**src/rtl/hpt_pkg.sv**
```systemverilog
package hpt_pkg;
  localparam int WORD_W   = 32;
  localparam int PAGE_W   = 20;
  localparam int PIDX_W   = 16;
  localparam int VSID_W   = 24;
  localparam int SEG_W    = 28;
  localparam int ENTRY_SH = 3;

  localparam logic [WORD_W-1:0] TAG_CMP_MASK = 32'h7FFF_FFBF;
  localparam logic [WORD_W-1:0] REF_BIT      = 32'h0000_0100;
  localparam logic [WORD_W-1:0] CHG_BIT      = 32'h0000_0080;
  localparam logic [WORD_W-1:0] HASH_P_MASK  = 32'h0007_FFFF;
  localparam logic [WORD_W-1:0] HASH_S_MASK  = 32'h01FF_FFC0;
  localparam int VALID_POS = 31;
  localparam int HSEL_POS  = 6;
  localparam int CHG_POS   = 7;

  // descriptor field positions
  localparam int D_DIRECT = 27;
  localparam int D_KSUP   = 26;
  localparam int D_KUSR   = 25;
  localparam int D_NOEXEC = 24;

  typedef enum logic [2:0] {
    ST_OK      = 3'd0,
    ST_NOMATCH = 3'd1,
    ST_PROT    = 3'd2,
    ST_NOEXEC  = 3'd3,
    ST_DIRECT  = 3'd4
  } walk_status_e;

  typedef enum logic [2:0] {
    W_IDLE, W_CLASSIFY, W_READ0, W_READ1, W_WRITE
  } walk_state_e;
endpackage

```
**src/rtl/hpt_hash.sv**
```systemverilog
module hpt_hash
  import hpt_pkg::*;
#(
  parameter int IDX_W = 3
) (
  input  logic [VSID_W-1:0] vsid,
  input  logic [PIDX_W-1:0] page_idx,
  input  logic [15:0]       tbl_base,
  input  logic [8:0]        tbl_size,
  input  logic              pass,
  input  logic [IDX_W-1:0]  idx,
  output logic [WORD_W-1:0] entry_addr,
  output logic [WORD_W-1:0] tag
);
  logic [WORD_W-1:0] mix, h_pri, h_sec, h_sel, mask, group;

  always_comb begin
    mix        = {8'h00, vsid ^ {8'h00, page_idx}};
    h_pri      = (mix & HASH_P_MASK) << 6;
    h_sec      = ~h_pri & HASH_S_MASK;
    h_sel      = pass ? h_sec : h_pri;
    mask       = {7'h00, tbl_size, 16'hFFC0};
    group      = {tbl_base, 16'h0000} | (h_sel & mask);
    entry_addr = group + (WORD_W'(idx) << ENTRY_SH);
    tag        = {1'b0, vsid, 1'b0, page_idx[PIDX_W-1 -: 6]};
  end
endmodule

```
**src/rtl/hpt_entry_eval.sv**
```systemverilog
module hpt_entry_eval
  import hpt_pkg::*;
(
  input  logic [WORD_W-1:0] word,
  input  logic [WORD_W-1:0] tag,
  input  logic              pass,
  input  logic              key,
  input  logic              is_write,
  output logic              hit,
  output logic              acc_rd,
  output logic              granted,
  output logic              eff_wr,
  output logic              wb_need,
  output logic [WORD_W-1:0] new_word
);
  logic [1:0] pp;
  logic       acc_wr;

  always_comb begin
    pp  = word[1:0];
    hit = word[VALID_POS] && (word[HSEL_POS] == pass) &&
          ((word & TAG_CMP_MASK) == tag);
    if (!key) begin
      acc_rd = 1'b1;
      acc_wr = (pp != 2'd3);
    end else begin
      case (pp)
        2'd0:    {acc_rd, acc_wr} = 2'b00;
        2'd2:    {acc_rd, acc_wr} = 2'b11;
        default: {acc_rd, acc_wr} = 2'b10;
      endcase
    end
    granted  = is_write ? acc_wr : acc_rd;
    new_word = word | REF_BIT | ((is_write && granted) ? CHG_BIT : '0);
    wb_need  = (new_word != word);
    eff_wr   = acc_wr && new_word[CHG_POS];
  end
endmodule

```
**src/rtl/hpt_walker.sv**
```systemverilog
module hpt_walker
  import hpt_pkg::*;
#(
  parameter int GROUP_ENTRIES = 8
) (
  input  logic                      clk,
  input  logic                      rst_n,
  input  logic                      req_valid,
  input  logic [PAGE_W-1:0]         req_page,
  input  logic                      req_write,
  input  logic                      req_fetch,
  input  logic                      req_user,
  input  logic [16*SEG_W-1:0]       seg_file,
  input  logic [15:0]               pt_base,
  input  logic [8:0]                pt_size,
  output logic                      busy,
  output logic                      mem_rd,
  output logic                      mem_wr,
  output logic [WORD_W-1:0]         mem_addr,
  output logic [WORD_W-1:0]         mem_wdata,
  input  logic [WORD_W-1:0]         mem_rdata,
  input  logic                      mem_ready,
  output logic                      done,
  output logic [2:0]                res_status,
  output logic [PAGE_W-1:0]         res_ppn,
  output logic                      res_rd,
  output logic                      res_wr
);
  localparam int SEG_SEL_W = PAGE_W - PIDX_W;
  localparam int SEG_COUNT = 1 << SEG_SEL_W;
  localparam int IDX_W     = (GROUP_ENTRIES > 1) ? $clog2(GROUP_ENTRIES) : 1;
  localparam logic [IDX_W-1:0] LAST_IDX = IDX_W'(GROUP_ENTRIES - 1);

  // reset: asserted asynchronously, released on the clock
  logic [1:0] rst_pipe;
  logic       arst_n;
  always_ff @(posedge clk or negedge rst_n) begin
    if (!rst_n) rst_pipe <= 2'b00;
    else        rst_pipe <= {rst_pipe[0], 1'b1};
  end
  assign arst_n = rst_pipe[1];

  // descriptor file
  logic [SEG_W-1:0] seg_arr [SEG_COUNT];
  for (genvar g = 0; g < SEG_COUNT; g++) begin : g_seg
    assign seg_arr[g] = seg_file[g*SEG_W +: SEG_W];
  end
  logic [SEG_W-1:0] seg_sel;
  assign seg_sel = seg_arr[req_page[PAGE_W-1 -: SEG_SEL_W]];

  // state
  walk_state_e       state_q, state_n;
  walk_status_e      status_q, status_n;
  logic [PIDX_W-1:0] page_q, page_n;
  logic [VSID_W-1:0] vsid_q, vsid_n;
  logic              ds_q, ds_n, nx_q, nx_n, ks_q, ks_n, ku_q, ku_n;
  logic              wr_q, wr_n, fetch_q, fetch_n, user_q, user_n;
  logic [15:0]       base_q, base_n;
  logic [8:0]        size_q, size_n;
  logic              pass_q, pass_n;
  logic [IDX_W-1:0]  idx_q, idx_n;
  logic [WORD_W-1:0] wb_q, wb_n;
  logic              done_q, done_n;
  logic [PAGE_W-1:0] ppn_q, ppn_n;
  logic              prd_q, prd_n, pwr_q, pwr_n;

  // datapath
  logic [WORD_W-1:0] entry_addr, tag, new_word;
  logic              key_c, hit, acc_rd, granted, eff_wr, wb_need;

  assign key_c = (ku_q && user_q) || (ks_q && !user_q);

  hpt_hash #(.IDX_W(IDX_W)) u_hash (
    .vsid(vsid_q), .page_idx(page_q), .tbl_base(base_q), .tbl_size(size_q),
    .pass(pass_q), .idx(idx_q), .entry_addr(entry_addr), .tag(tag)
  );

  hpt_entry_eval u_eval (
    .word(mem_rdata), .tag(tag), .pass(pass_q), .key(key_c), .is_write(wr_q),
    .hit(hit), .acc_rd(acc_rd), .granted(granted), .eff_wr(eff_wr),
    .wb_need(wb_need), .new_word(new_word)
  );

  // next state
  always_comb begin
    state_n = state_q;   status_n = status_q;
    page_n  = page_q;    vsid_n   = vsid_q;
    ds_n    = ds_q;      nx_n     = nx_q;   ks_n = ks_q;  ku_n = ku_q;
    wr_n    = wr_q;      fetch_n  = fetch_q; user_n = user_q;
    base_n  = base_q;    size_n   = size_q;
    pass_n  = pass_q;    idx_n    = idx_q;  wb_n = wb_q;
    ppn_n   = ppn_q;     prd_n    = prd_q;  pwr_n = pwr_q;
    done_n  = 1'b0;
    mem_rd  = 1'b0;
    mem_wr  = 1'b0;
    mem_addr  = entry_addr;
    mem_wdata = wb_q;

    case (state_q)
      W_IDLE: begin
        if (req_valid) begin
          state_n = W_CLASSIFY;
          page_n  = req_page[PIDX_W-1:0];
          vsid_n  = seg_sel[VSID_W-1:0];
          ds_n    = seg_sel[D_DIRECT];
          nx_n    = seg_sel[D_NOEXEC];
          ks_n    = seg_sel[D_KSUP];
          ku_n    = seg_sel[D_KUSR];
          wr_n    = req_write;
          fetch_n = req_fetch;
          user_n  = req_user;
          base_n  = pt_base;
          size_n  = pt_size;
        end
      end
      W_CLASSIFY: begin
        ppn_n = '0; prd_n = 1'b0; pwr_n = 1'b0;
        if (ds_q) begin
          status_n = ST_DIRECT; done_n = 1'b1; state_n = W_IDLE;
        end else if (fetch_q && nx_q) begin
          status_n = ST_NOEXEC; done_n = 1'b1; state_n = W_IDLE;
        end else begin
          pass_n = 1'b0; idx_n = '0; state_n = W_READ0;
        end
      end
      W_READ0: begin
        mem_rd = 1'b1;
        if (mem_ready) begin
          if (hit) begin
            state_n = W_READ1;
          end else if (idx_q == LAST_IDX) begin
            if (!pass_q) begin
              pass_n = 1'b1; idx_n = '0;
            end else begin
              status_n = ST_NOMATCH; done_n = 1'b1; state_n = W_IDLE;
            end
          end else begin
            idx_n = idx_q + IDX_W'(1);
          end
        end
      end
      W_READ1: begin
        mem_rd   = 1'b1;
        mem_addr = entry_addr | 32'd4;
        if (mem_ready) begin
          ppn_n    = mem_rdata[WORD_W-1 -: PAGE_W];
          prd_n    = acc_rd;
          pwr_n    = eff_wr;
          status_n = granted ? ST_OK : ST_PROT;
          wb_n     = new_word;
          if (wb_need) begin
            state_n = W_WRITE;
          end else begin
            done_n = 1'b1; state_n = W_IDLE;
          end
        end
      end
      W_WRITE: begin
        mem_wr   = 1'b1;
        mem_addr = entry_addr | 32'd4;
        if (mem_ready) begin
          done_n = 1'b1; state_n = W_IDLE;
        end
      end
      default: state_n = W_IDLE;
    endcase
  end

  // registers
  always_ff @(posedge clk or negedge arst_n) begin
    if (!arst_n) begin
      state_q <= W_IDLE;   status_q <= ST_OK;
      page_q  <= '0;       vsid_q   <= '0;
      ds_q    <= 1'b0;     nx_q     <= 1'b0; ks_q <= 1'b0; ku_q <= 1'b0;
      wr_q    <= 1'b0;     fetch_q  <= 1'b0; user_q <= 1'b0;
      base_q  <= '0;       size_q   <= '0;
      pass_q  <= 1'b0;     idx_q    <= '0;   wb_q <= '0;
      done_q  <= 1'b0;     ppn_q    <= '0;
      prd_q   <= 1'b0;     pwr_q    <= 1'b0;
    end else begin
      state_q <= state_n;  status_q <= status_n;
      page_q  <= page_n;   vsid_q   <= vsid_n;
      ds_q    <= ds_n;     nx_q     <= nx_n;  ks_q <= ks_n;  ku_q <= ku_n;
      wr_q    <= wr_n;     fetch_q  <= fetch_n; user_q <= user_n;
      base_q  <= base_n;   size_q   <= size_n;
      pass_q  <= pass_n;   idx_q    <= idx_n;  wb_q <= wb_n;
      done_q  <= done_n;   ppn_q    <= ppn_n;
      prd_q   <= prd_n;    pwr_q    <= pwr_n;
    end
  end

  assign busy       = (state_q != W_IDLE);
  assign done       = done_q;
  assign res_status = status_q;
  assign res_ppn    = ppn_q;
  assign res_rd     = prd_q;
  assign res_wr     = pwr_q;

  // assertions
  p_direct_r1: assert property (@(posedge clk) disable iff (!rst_n)
    (state_q == W_CLASSIFY && ds_q) |=> (done && res_status == 3'd4 && !mem_rd));

  p_noexec_r2: assert property (@(posedge clk) disable iff (!rst_n)
    (state_q == W_CLASSIFY && !ds_q && fetch_q && nx_q) |=> (done && res_status == 3'd3));

  p_rights_r7: assert property (@(posedge clk) disable iff (!rst_n)
    (done && res_wr) |-> res_rd);

  p_wb_ref_r8: assert property (@(posedge clk) disable iff (!rst_n)
    mem_wr |-> (mem_wdata[8] && mem_addr[2:0] == 3'd4));

  p_rd_hold_r11: assert property (@(posedge clk) disable iff (!rst_n)
    (mem_rd && !mem_ready) |=> (mem_rd && $stable(mem_addr)));

  p_wr_hold_r11: assert property (@(posedge clk) disable iff (!rst_n)
    (mem_wr && !mem_ready) |=> (mem_wr && $stable(mem_addr) && $stable(mem_wdata)));

  p_one_cmd_r11: assert property (@(posedge clk) disable iff (!rst_n)
    !(mem_rd && mem_wr));

  p_done_pulse_r11: assert property (@(posedge clk) disable iff (!rst_n)
    done |=> !done);
endmodule

```
**config.mk**
```make
export PLATFORM = sky130hd
export DESIGN_NAME = hpt_walker
export DESIGN_NICKNAME = d
export VERILOG_FILES = /design/src/rtl/hpt_pkg.sv /design/src/rtl/hpt_hash.sv /design/src/rtl/hpt_entry_eval.sv /design/src/rtl/hpt_walker.sv
export SDC_FILE = /design/constraint.sdc
export NUM_CORES = 1
export LEC_CHECK = 0
export ABC_AREA = 1
export ABC_CLOCK_PERIOD_IN_PS = 6200
export BUFFER_PORTS_ARGS = -buffer_cell sky130_fd_sc_hd__buf_2
export CAP_MARGIN = 0
export CORE_AREA = 2 2 241 243
export CTS_BUF_LIST = sky130_fd_sc_hd__clkbuf_8
export DETAILED_ROUTE_END_ITERATION = 10
export DIE_AREA = 0 0 243 245
export GPL_TIMING_DRIVEN = 0
export MAX_ROUTING_LAYER = met4
export PLACE_DENSITY_LB_ADDON = 0.15
export REMOVE_ABC_BUFFERS = 1
export SETUP_SLACK_MARGIN = 0.02
export SLEW_MARGIN = 20
export SYNTH_ARGS = -nofsm -noshare
export SYNTH_HDL_FRONTEND = slang
export SYNTH_SLANG_ARGS = --single-unit
```
**constraint.sdc**
```tcl
create_clock -name clk -period 6.2 [get_ports clk]
set_input_delay 1.55 -clock clk [delete_from_list [all_inputs] [get_ports clk]]
set_output_delay 1.55 -clock clk [all_outputs]
set_load 0.03 [all_outputs]
```
Word-level counts from Yosys, hierarchy flattened
Index checks and enable logic that the tools add are counted.
{"block": "word_totals", "register_bits": 139, "latch_bits": 0, "inputBits": 532, "output_inout_bits": 93, "n_memories": 0, "rom_bits": 0, "wordCells": 139, "ram_bits": 0}
{"block": "classes", "bitwise_logic": 6, "mux": 62, "order_cmp": 1, "shifts": 0, "n_div": 0, "n_addsub": 2, "n_eq_ne": 23, "mul": 0, "n_reduce_logical": 24}
{"cell": "binary-select mux 28 bit (select 4 bit)", "n": 1}
{"cell": "2-to-1 mux 3 bit", "n": 22}
{"cell": "bitwise OR 32 bit", "n": 2}
{"cell": "2-to-1 mux 28 bit", "n": 2}
{"cell": "one-hot mux 20 bit (2 select lines)", "n": 1}
{"cell": "adder 32 x 6 -> 32 bit", "n": 1}
{"cell": "inequality test 32 bit", "n": 1}
{"cell": "equality test 30 bit", "n": 1}
{"cell": "bitwise AND 25 bit", "n": 1}
{"cell": "2-to-1 mux 25 bit", "n": 1}
{"cell": "inverter 25 bit", "n": 1}
{"cell": "2-to-1 mux 1 bit", "n": 23}
{"cell": "2-to-1 mux 20 bit", "n": 1}
{"cell": "inequality test 2 bit, second input constant", "n": 10}
{"cell": "bitwise XOR 19 x 16 -> 19 bit", "n": 1}
{"cell": "AND reduction 6 bit", "n": 3}
{"cell": "one-hot mux 3 bit (5 select lines)", "n": 1}
{"cell": "inequality test 3 bit, second input constant", "n": 4}
{"cell": "one-hot mux 3 bit (3 select lines)", "n": 1}
{"cell": "2-to-1 mux 8 bit", "n": 1}
{"cell": "logical AND 1 bit", "n": 7}
{"cell": "AND reduction 7 bit", "n": 1}
{"cell": "equality test 3 x 2 -> 1 bit, second input constant", "n": 2}
{"cell": "equality test 3 bit, second input constant", "n": 2}
{"cell": "other kinds (18)", "n": 27}

Logic depth before layout (Yosys ltp)
Gate-level depths: netlist of run 1.
{"block": "logic_depth", "word_depth": 12, "ltp_mapped": 14, "ltp_nobuf": 14}

By module
A second synthesis of run 1 with hierarchy kept.
{"block": "hier_totals", "hier_cells": 1946, "hier_area_um2": 11875.1}
{"mod": "hpt_walker", "cells_per_inst": 1588, "area_per_inst_um2": 10078.4, "seq_area_each_um2": 3478.3, "instances": 1}
{"mod": "hpt_entry_eval", "cells_per_inst": 220, "area_per_inst_um2": 957.2, "seq_area_each_um2": 0.0, "instances": 1}
{"mod": "hpt_hash", "cells_per_inst": 138, "area_per_inst_um2": 839.6, "seq_area_each_um2": 0.0, "instances": 1}

Least setup slack after synthesis of run 1
OpenSTA, ideal clock, no wires.
{"block": "synth_path", "kind": "register to output", "start": "register state_q[1]", "end": "output mem_addr[2]", "path_slack_ns": 3.096, "path_stages_with_launch": 3, "arrival_time_ns": 1.554, "path_buffers": 0, "path_cell_list": "dfrtp_1 > nor3_1 > or2_2"}
{"block": "synth_via", "elab_chain_cells": 3}
{"element": "from (decl)", "line": "hpt_walker.sv:52", "source": "walk_state_e state_q, state_n;"}
{"element": "from (signal assigned)", "line": "hpt_walker.sv:181", "source": "state_q <= state_n; status_q <= status_n;"}
{"element": "equality test 3 bit or equality test 3 x 2 -> 1 bit (tied branches)", "line": "hpt_walker.sv:99", "source": "case (state_q)"}
{"element": "OR reduction 2 bit (no line) *"}
{"element": "2-to-1 mux 3 bit *", "line": "hpt_walker.sv:99"}
{"element": "to (decl)", "line": "hpt_walker.sv:19", "source": "output logic [WORD_W-1:0] mem_addr,"}
Every way passes the cells marked *; elsewhere a longest branch is shown, timed or not.

Final worst setup path of run 1
{"block": "layout_path", "start": "register pass_q", "end": "output mem_addr[9]"}
{"block": "layout_via", "elab_chain_cells": 4}
{"element": "from (decl)", "line": "hpt_walker.sv:60", "source": "logic pass_q, pass_n;"}
{"element": "from (signal assigned)", "line": "hpt_walker.sv:186", "source": "pass_q <= pass_n; idx_q <= idx_n; wb_q <= wb_n;"}
{"element": "2-to-1 mux 25 bit", "line": "hpt_hash.sv:21", "source": "h_sel = pass ? h_sec : h_pri;"}
{"element": "bitwise AND 25 bit", "line": "hpt_hash.sv:23", "source": "group = {tbl_base, 16'h0000} | (h_sel & mask);"}
{"element": "bitwise OR 32 bit", "line": "hpt_hash.sv:23"}
{"element": "adder 32 x 6 -> 32 bit", "line": "hpt_hash.sv:24", "source": "entry_addr = group + (WORD_W'(idx) << ENTRY_SH);"}
Every way passes these cells.

==> results of run 1 <==
cell type report:
class / instances / area [µm²]
clock buffer: 17 / 234
inverter: 92 / 363
antenna: 10 / 25.0
tap: 765 / 957
timing repair buffer: 634 / 3440
multi-input combinational: 1234 / 5960
clock inverter: 15 / 164
fill: 6619 / 42400
sequential: 139 / 3480
through the flow:
| stage | TNS (ns) | setup slack [ns] | cell area [µm²] | std cells | util [%] |
|---|---|---|---|---|---|
| after floorplan | 0 | 2.04 | 9790 | 1465 | - |
| after global placement | -84.63 | -1.96 | 13900 | 2852 | 24.3 |
| after detailed placement | 0 | 2.35 | 14200 | 2864 | 24.9 |
| after CTS | 0 | 2.08 | 14600 | 2896 | 25.6 |
| after global routing | 0 | 2.03 | 14600 | 2905 | 25.6 |
| final | 0 | 2.24 | 14600 | 2906 | 25.6 |
layer usage:
| metal | global-route usage (%) | vias up |
|---|---|---|
| met5 | - | - |
| met4 | 4.62 | 0 |
| met3 | 2.89 | 42 |
| met2 | 31.5 | 404 |
| met1 | 22.9 | 6179 |
| li1 | - | 6439 |
report_power, final:
group | leakage (µW) | internal [µW] | switching (µW)
combinational | 0.00535 | 851 | 1800
sequential | 0.00174 | 1310 | 306
clock | 0.000203 | 363 | 414
kinds of logic after synthesis:
family / Yosys count
adder cells (fa/ha/maj): 2
AO/OA/AOI/OAI: 463
flip-flops: 139
XOR/XNOR: 34
buffers and inverters: 219
AND/OR/NAND/NOR: 732
other: 2
registers in the layout, summed over array words and instances, names as in the netlist, 2 cells and up:
signal      flops
res_status      3
mem_wdata      32
idx_q           3
res_ppn        20
page_q         16
state_q         3
size_q          9
vsid_q         24
base_q         16
rst_pipe        2
placed cells by master, fill, tap and decap left out, types with 3 or more instances in the layout:
master / Yosys / layout
dfrtp_1: 139 / 138
buf_12: 0 / 3
diode_2: 0 / 10
nand4_1: 9 / 9
inv_1: 83 / 82
clkinv_4: 0 / 5
xnor2_1: 18 / 18
o22ai_1: 18 / 18
o221ai_1: 94 / 94
xor2_1: 16 / 16
o21ai_1: 36 / 36
inv_6: 0 / 6
buf_2: 28 / 619
a21boi_0: 3 / 3
clkbuf_8: 0 / 17
nand2_1: 363 / 363
o21ai_0: 297 / 297
buf_16: 0 / 9
a31o_2: 3 / 3
nand3_1: 82 / 82
inv_2: 7 / 6
conb_1: 2 / 3
nor2_1: 269 / 269
a21oi_1: 7 / 7
path summary, 6_finish.rpt:
path                                  to  slack (ns)
min                          rst_pipe[1]        0.37
max reg2reg                res_status[2]        3.64
min reg2reg                  rst_pipe[1]        0.37
min in group asynchronous           done        0.38
max                          mem_addr[9]        2.24
max in group asynchronous      page_q[8]        5.08
==> impl_metrics.toml, run 1 <==
[drt]
wl_met1_um = 24600
wl_per_cell_um = 19.2
num_vias = 13100
dr.pass1.iters = 5
drt_iter0_drc = 675
top_layer_used = "met4"
wl_met2_um = 27900
drc = 0
ant_nets = 0
routed_wirelength_um = 55700
met3WireLength_um = 2330
viasPerCell = 4.50

[floorplan]
die_x_um = 243
start_util_pct = 18.4
rows = 88
die_h_um = 245
pin_count = 625
core_area_um2 = 57000
die_area_um2 = 59500

[timing]
fin_crit_ns = 3.96
relSlewSlack_pct = 38.7
post-route-period-util_pct = 63.8
slew_viol_final = 0
setup_viol = 0
whs_ns = 0.366
timing.fmax_ghz = 0.253
rsz0062_at_grt = "no"
tightestPinTransition_ns = 0.919
hold_viol = 0
skew_ns = 0.0201

[setup_path]
crit_chain = "inv_2, xor2_1, buf_2"
cp_top_family = "flip-flops"
worst_path_max_delay_cell = "dfrtp_1"
startpoint_type = "register"
cp_slowest_stage_delay_ns = 0.85
r2r_start = "pass_q"
path_buf_inv = 2
critPathLaunch = "pass_q"
rr_worst_depth = 10
critical_path_depth = 3
crit_path_end_kind = "output pin"
cp.required_ns = 4.65
cp.arrival_ns = 2.41
critical_path_class = "register to output pin"
cp_max_fo = 16

[synthesis]
synth_most_common_cell = "nand2_1"
synth_adder_area_share_pct = 0.238
synth-compound-area-share_pct = 26.0
synthTopCellsByArea = "dfrtp_1, o21ai_0, nand2_1"
synth_cells = 1591
ys_seq_area_share_pct = 33.1
ys_types = 35
ys.warnings.count = 0
yosys_register_bits = 139
muxShareOfSynthArea_pct = 0
synth_top_area_share_pct = 33.1
syn_area_um2 = 10500
synth_top_area_cell = "dfrtp_1"
synthFlopType = "dfrtp_1"
synth_edf_count = 0
yosys.area_share.simple_pct = 27.7
synth.avg_cell_area_um2 = 6.60
synthXorXnorAreaFrac_pct = 2.84
async_flop_share_pct = 100
synth_common_cells = "nand2_1, o21ai_0, nor2_1, dfrtp_1, o221ai_1"
synth_top_family_by_area = "simple AND/OR/NAND/NOR gates"

[place]
port_buffers = 622
gp_congestion = 0.877
dpl.hpwl_um = 43700

[worst_hold_path]
min_delay_path_depth = 0
hold_start = "rst_pipe[0]"
hp-class = "register to register"

[grt]
grt.total_usage_pct = 18.5
grt_pass1_vias = 12900
grt_max_degree = 147
grt_overflow = 0
grt_first_pass_wirelength_um = 81000
antenna_found_initial = 13

[clock_tree]
cts_tree = "done"
cts_htree_levels = 4
cts_buffers = 17
post_cts_buffers = 0
cts-root-buf = "clkbuf_8"
ctsResizeCount = 0
clock_sinks = 139
clkSlewWorstSetupHoldPaths_ns = 0.08
ctsHoldBuffers = 0
insertion_delay_ns = 0.50
cts_buffer_depth = 2

[pwr]
max-vdd-ir-drop_mv = 0.166
p_leak_uw = 0.00730
powerDensity_nw_per_um2 = 345
power_uw = 5040

[run_status]
status = "complete, no violations"

[final_layout]
drive_above_1_share_pct = 32.2
area_growth_pct = 39.3
fin_nets = 2652

[run]
max-cap-violations = 0
(Power assumes the default switching activity.)
==> inputs of run 2 (changes only) <==
--- a/config.mk
+++ b/config.mk
@@ -6,13 +6,13 @@
 export NUM_CORES = 1
 export LEC_CHECK = 0
 export ABC_AREA = 1
-export ABC_CLOCK_PERIOD_IN_PS = 6200
+export ABC_CLOCK_PERIOD_IN_PS = 3600
 export BUFFER_PORTS_ARGS = -buffer_cell sky130_fd_sc_hd__buf_2
 export CAP_MARGIN = 0
-export CORE_AREA = 2 2 241 243
+export CORE_AREA = 2 2 246 248
 export CTS_BUF_LIST = sky130_fd_sc_hd__clkbuf_8
 export DETAILED_ROUTE_END_ITERATION = 10
-export DIE_AREA = 0 0 243 245
+export DIE_AREA = 0 0 248 250
 export GPL_TIMING_DRIVEN = 0
 export MAX_ROUTING_LAYER = met4
 export PLACE_DENSITY_LB_ADDON = 0.15
==> constraint.sdc (replaced) <==
create_clock -name clk -period 3.6 [get_ports clk]
set_input_delay 0.9 -clock clk [delete_from_list [all_inputs] [get_ports clk]]
set_output_delay 0.9 -clock clk [all_outputs]
set_load 0.03 [all_outputs]
==> impl_metrics.toml, run 2 (synthesized netlist as in run 1, its figures left out) <==
[timing]
setup_viol = 0
skew_ns = 0.0164
timing.fmax_ghz = 0.304
post-route-period-util_pct = 91.4
fin_crit_ns = 3.29
rsz0062_at_grt = "no"
whs_ns = 0.117
timing.setup.tns_ns = 0
hold_viol = 0
tightestPinTransition_ns = 0.917
slew_viol_final = 0
relSlewSlack_pct = 38.9

[clock_tree]
ctsResizeCount = 0
ctsHoldBuffers = 0
post_cts_buffers = 0
cts_buffer_depth = 2
clkSlewWorstSetupHoldPaths_ns = 0.09
cts_tree = "done"
cts-root-buf = "clkbuf_8"
insertion_delay_ns = 0.49
clock_sinks = 139
cts_buffers = 17
cts_htree_levels = 4

[grt]
grt.total_usage_pct = 19.0
grt_first_pass_wirelength_um = 85000
grt_overflow = 0
grt_pass1_vias = 13500
grt_max_degree = 140
antenna_found_initial = 13

[drt]
routed_wirelength_um = 59000
viasPerCell = 4.51
drt_iter0_drc = 896
num_vias = 13200
ant_nets = 0
dr.pass1.iters = 5
drc = 0
wl_per_cell_um = 20.2

[place]
port_buffers = 622
dp_cells = 2883
gp_congestion = 0.915
dpl.hpwl_um = 46000

[final_layout]
largest_reg_flops = 32
fin_nets = 2654
final_common_cell = "buf_2"
final.fill_count = 6835
area_growth_pct = 40.2
stdcell_count = 2928
drive_above_1_share_pct = 32.3
final_cell_mix = "buf_2, nand2_1, o21ai_0"

[setup_path]
crit_path_end_kind = "output pin"
startpoint_type = "register"
cp_max_fo = 16
critical_path_class = "register to output pin"
cp.required_ns = 2.70
cp.arrival_ns = 2.39

[run]
max-cap-violations = 0

[run_status]
status = "complete, no violations"

[floorplan]
die_h_um = 250
pin_count = 625
start_util_pct = 17.6
rows = 90
core_area_um2 = 59600
die_area_um2 = 62000
die_x_um = 248

[pwr]
p_leak_uw = 0.00732
powerDensity_nw_per_um2 = 594
max-vdd-ir-drop_mv = 0.283

[worst_hold_path]
hp-class = "register to async pin"
run 2: stage by stage:
stage	area [µm²]	utilization, %	setup slack (ns)	power, µW
after global placement	13900	23.3	-4.04	7430
after floorplan	9790	-	-0.560	5540
final	14700	24.7	0.311	8750
after detailed placement	14300	24.0	0.201	7500
after global routing	14700	24.7	0.102	9470
after CTS	14700	24.6	0.150	8950
run 2: power by group:
part | switching, µW | internal (µW)
logic | 3110 | 1470
registers | 522 | 2250
clock network | 736 | 647
total | 4370 | 4370
run 2: final timing paths:
kind                                  to         from  cells past startpoint  slack [ns]
max                          mem_addr[8]       pass_q                      3        0.31
min                         mem_wdata[8]  rst_pipe[1]                      0        0.12
max reg2reg                res_status[0]       pass_q                     10        1.07
min reg2reg                 mem_wdata[8]  rst_pipe[1]                      0        0.12
max in group asynchronous      size_q[3]  rst_pipe[1]                      2        2.68
min in group clk             rst_pipe[1]  rst_pipe[0]                      0        0.36
run 2: area by class of cell:
cell class	instances	area (µm²)	share of cell area, %
flip-flops and latches	139	3480	23.7
inverters	92	363	2.47
clock inverters	14	159	1.08
repair buffers	636	3490	23.7
multi-input cells	1234	5960	40.5
diodes	13	32.5	0.221
clock buffers	18	248	1.68
well taps	782	978	6.65
run 2: per-layer routing:
metal / GRT usage, % / vias to the layer above / wire length, µm
li1: - / 6438 / -
met5: - / - / 0
met2: 32.5 / 423 / 29600
met4: 4.21 / 0 / 854
met3: 3.57 / 44 / 3220
met1: 23.0 / 6311 / 25400
run 2: critical path: stages, from the launching register on:
cell and delay [ns]:
dfrtp_1 0.86, inv_2 0.48, xor2_1 0.30, buf_2 0.25
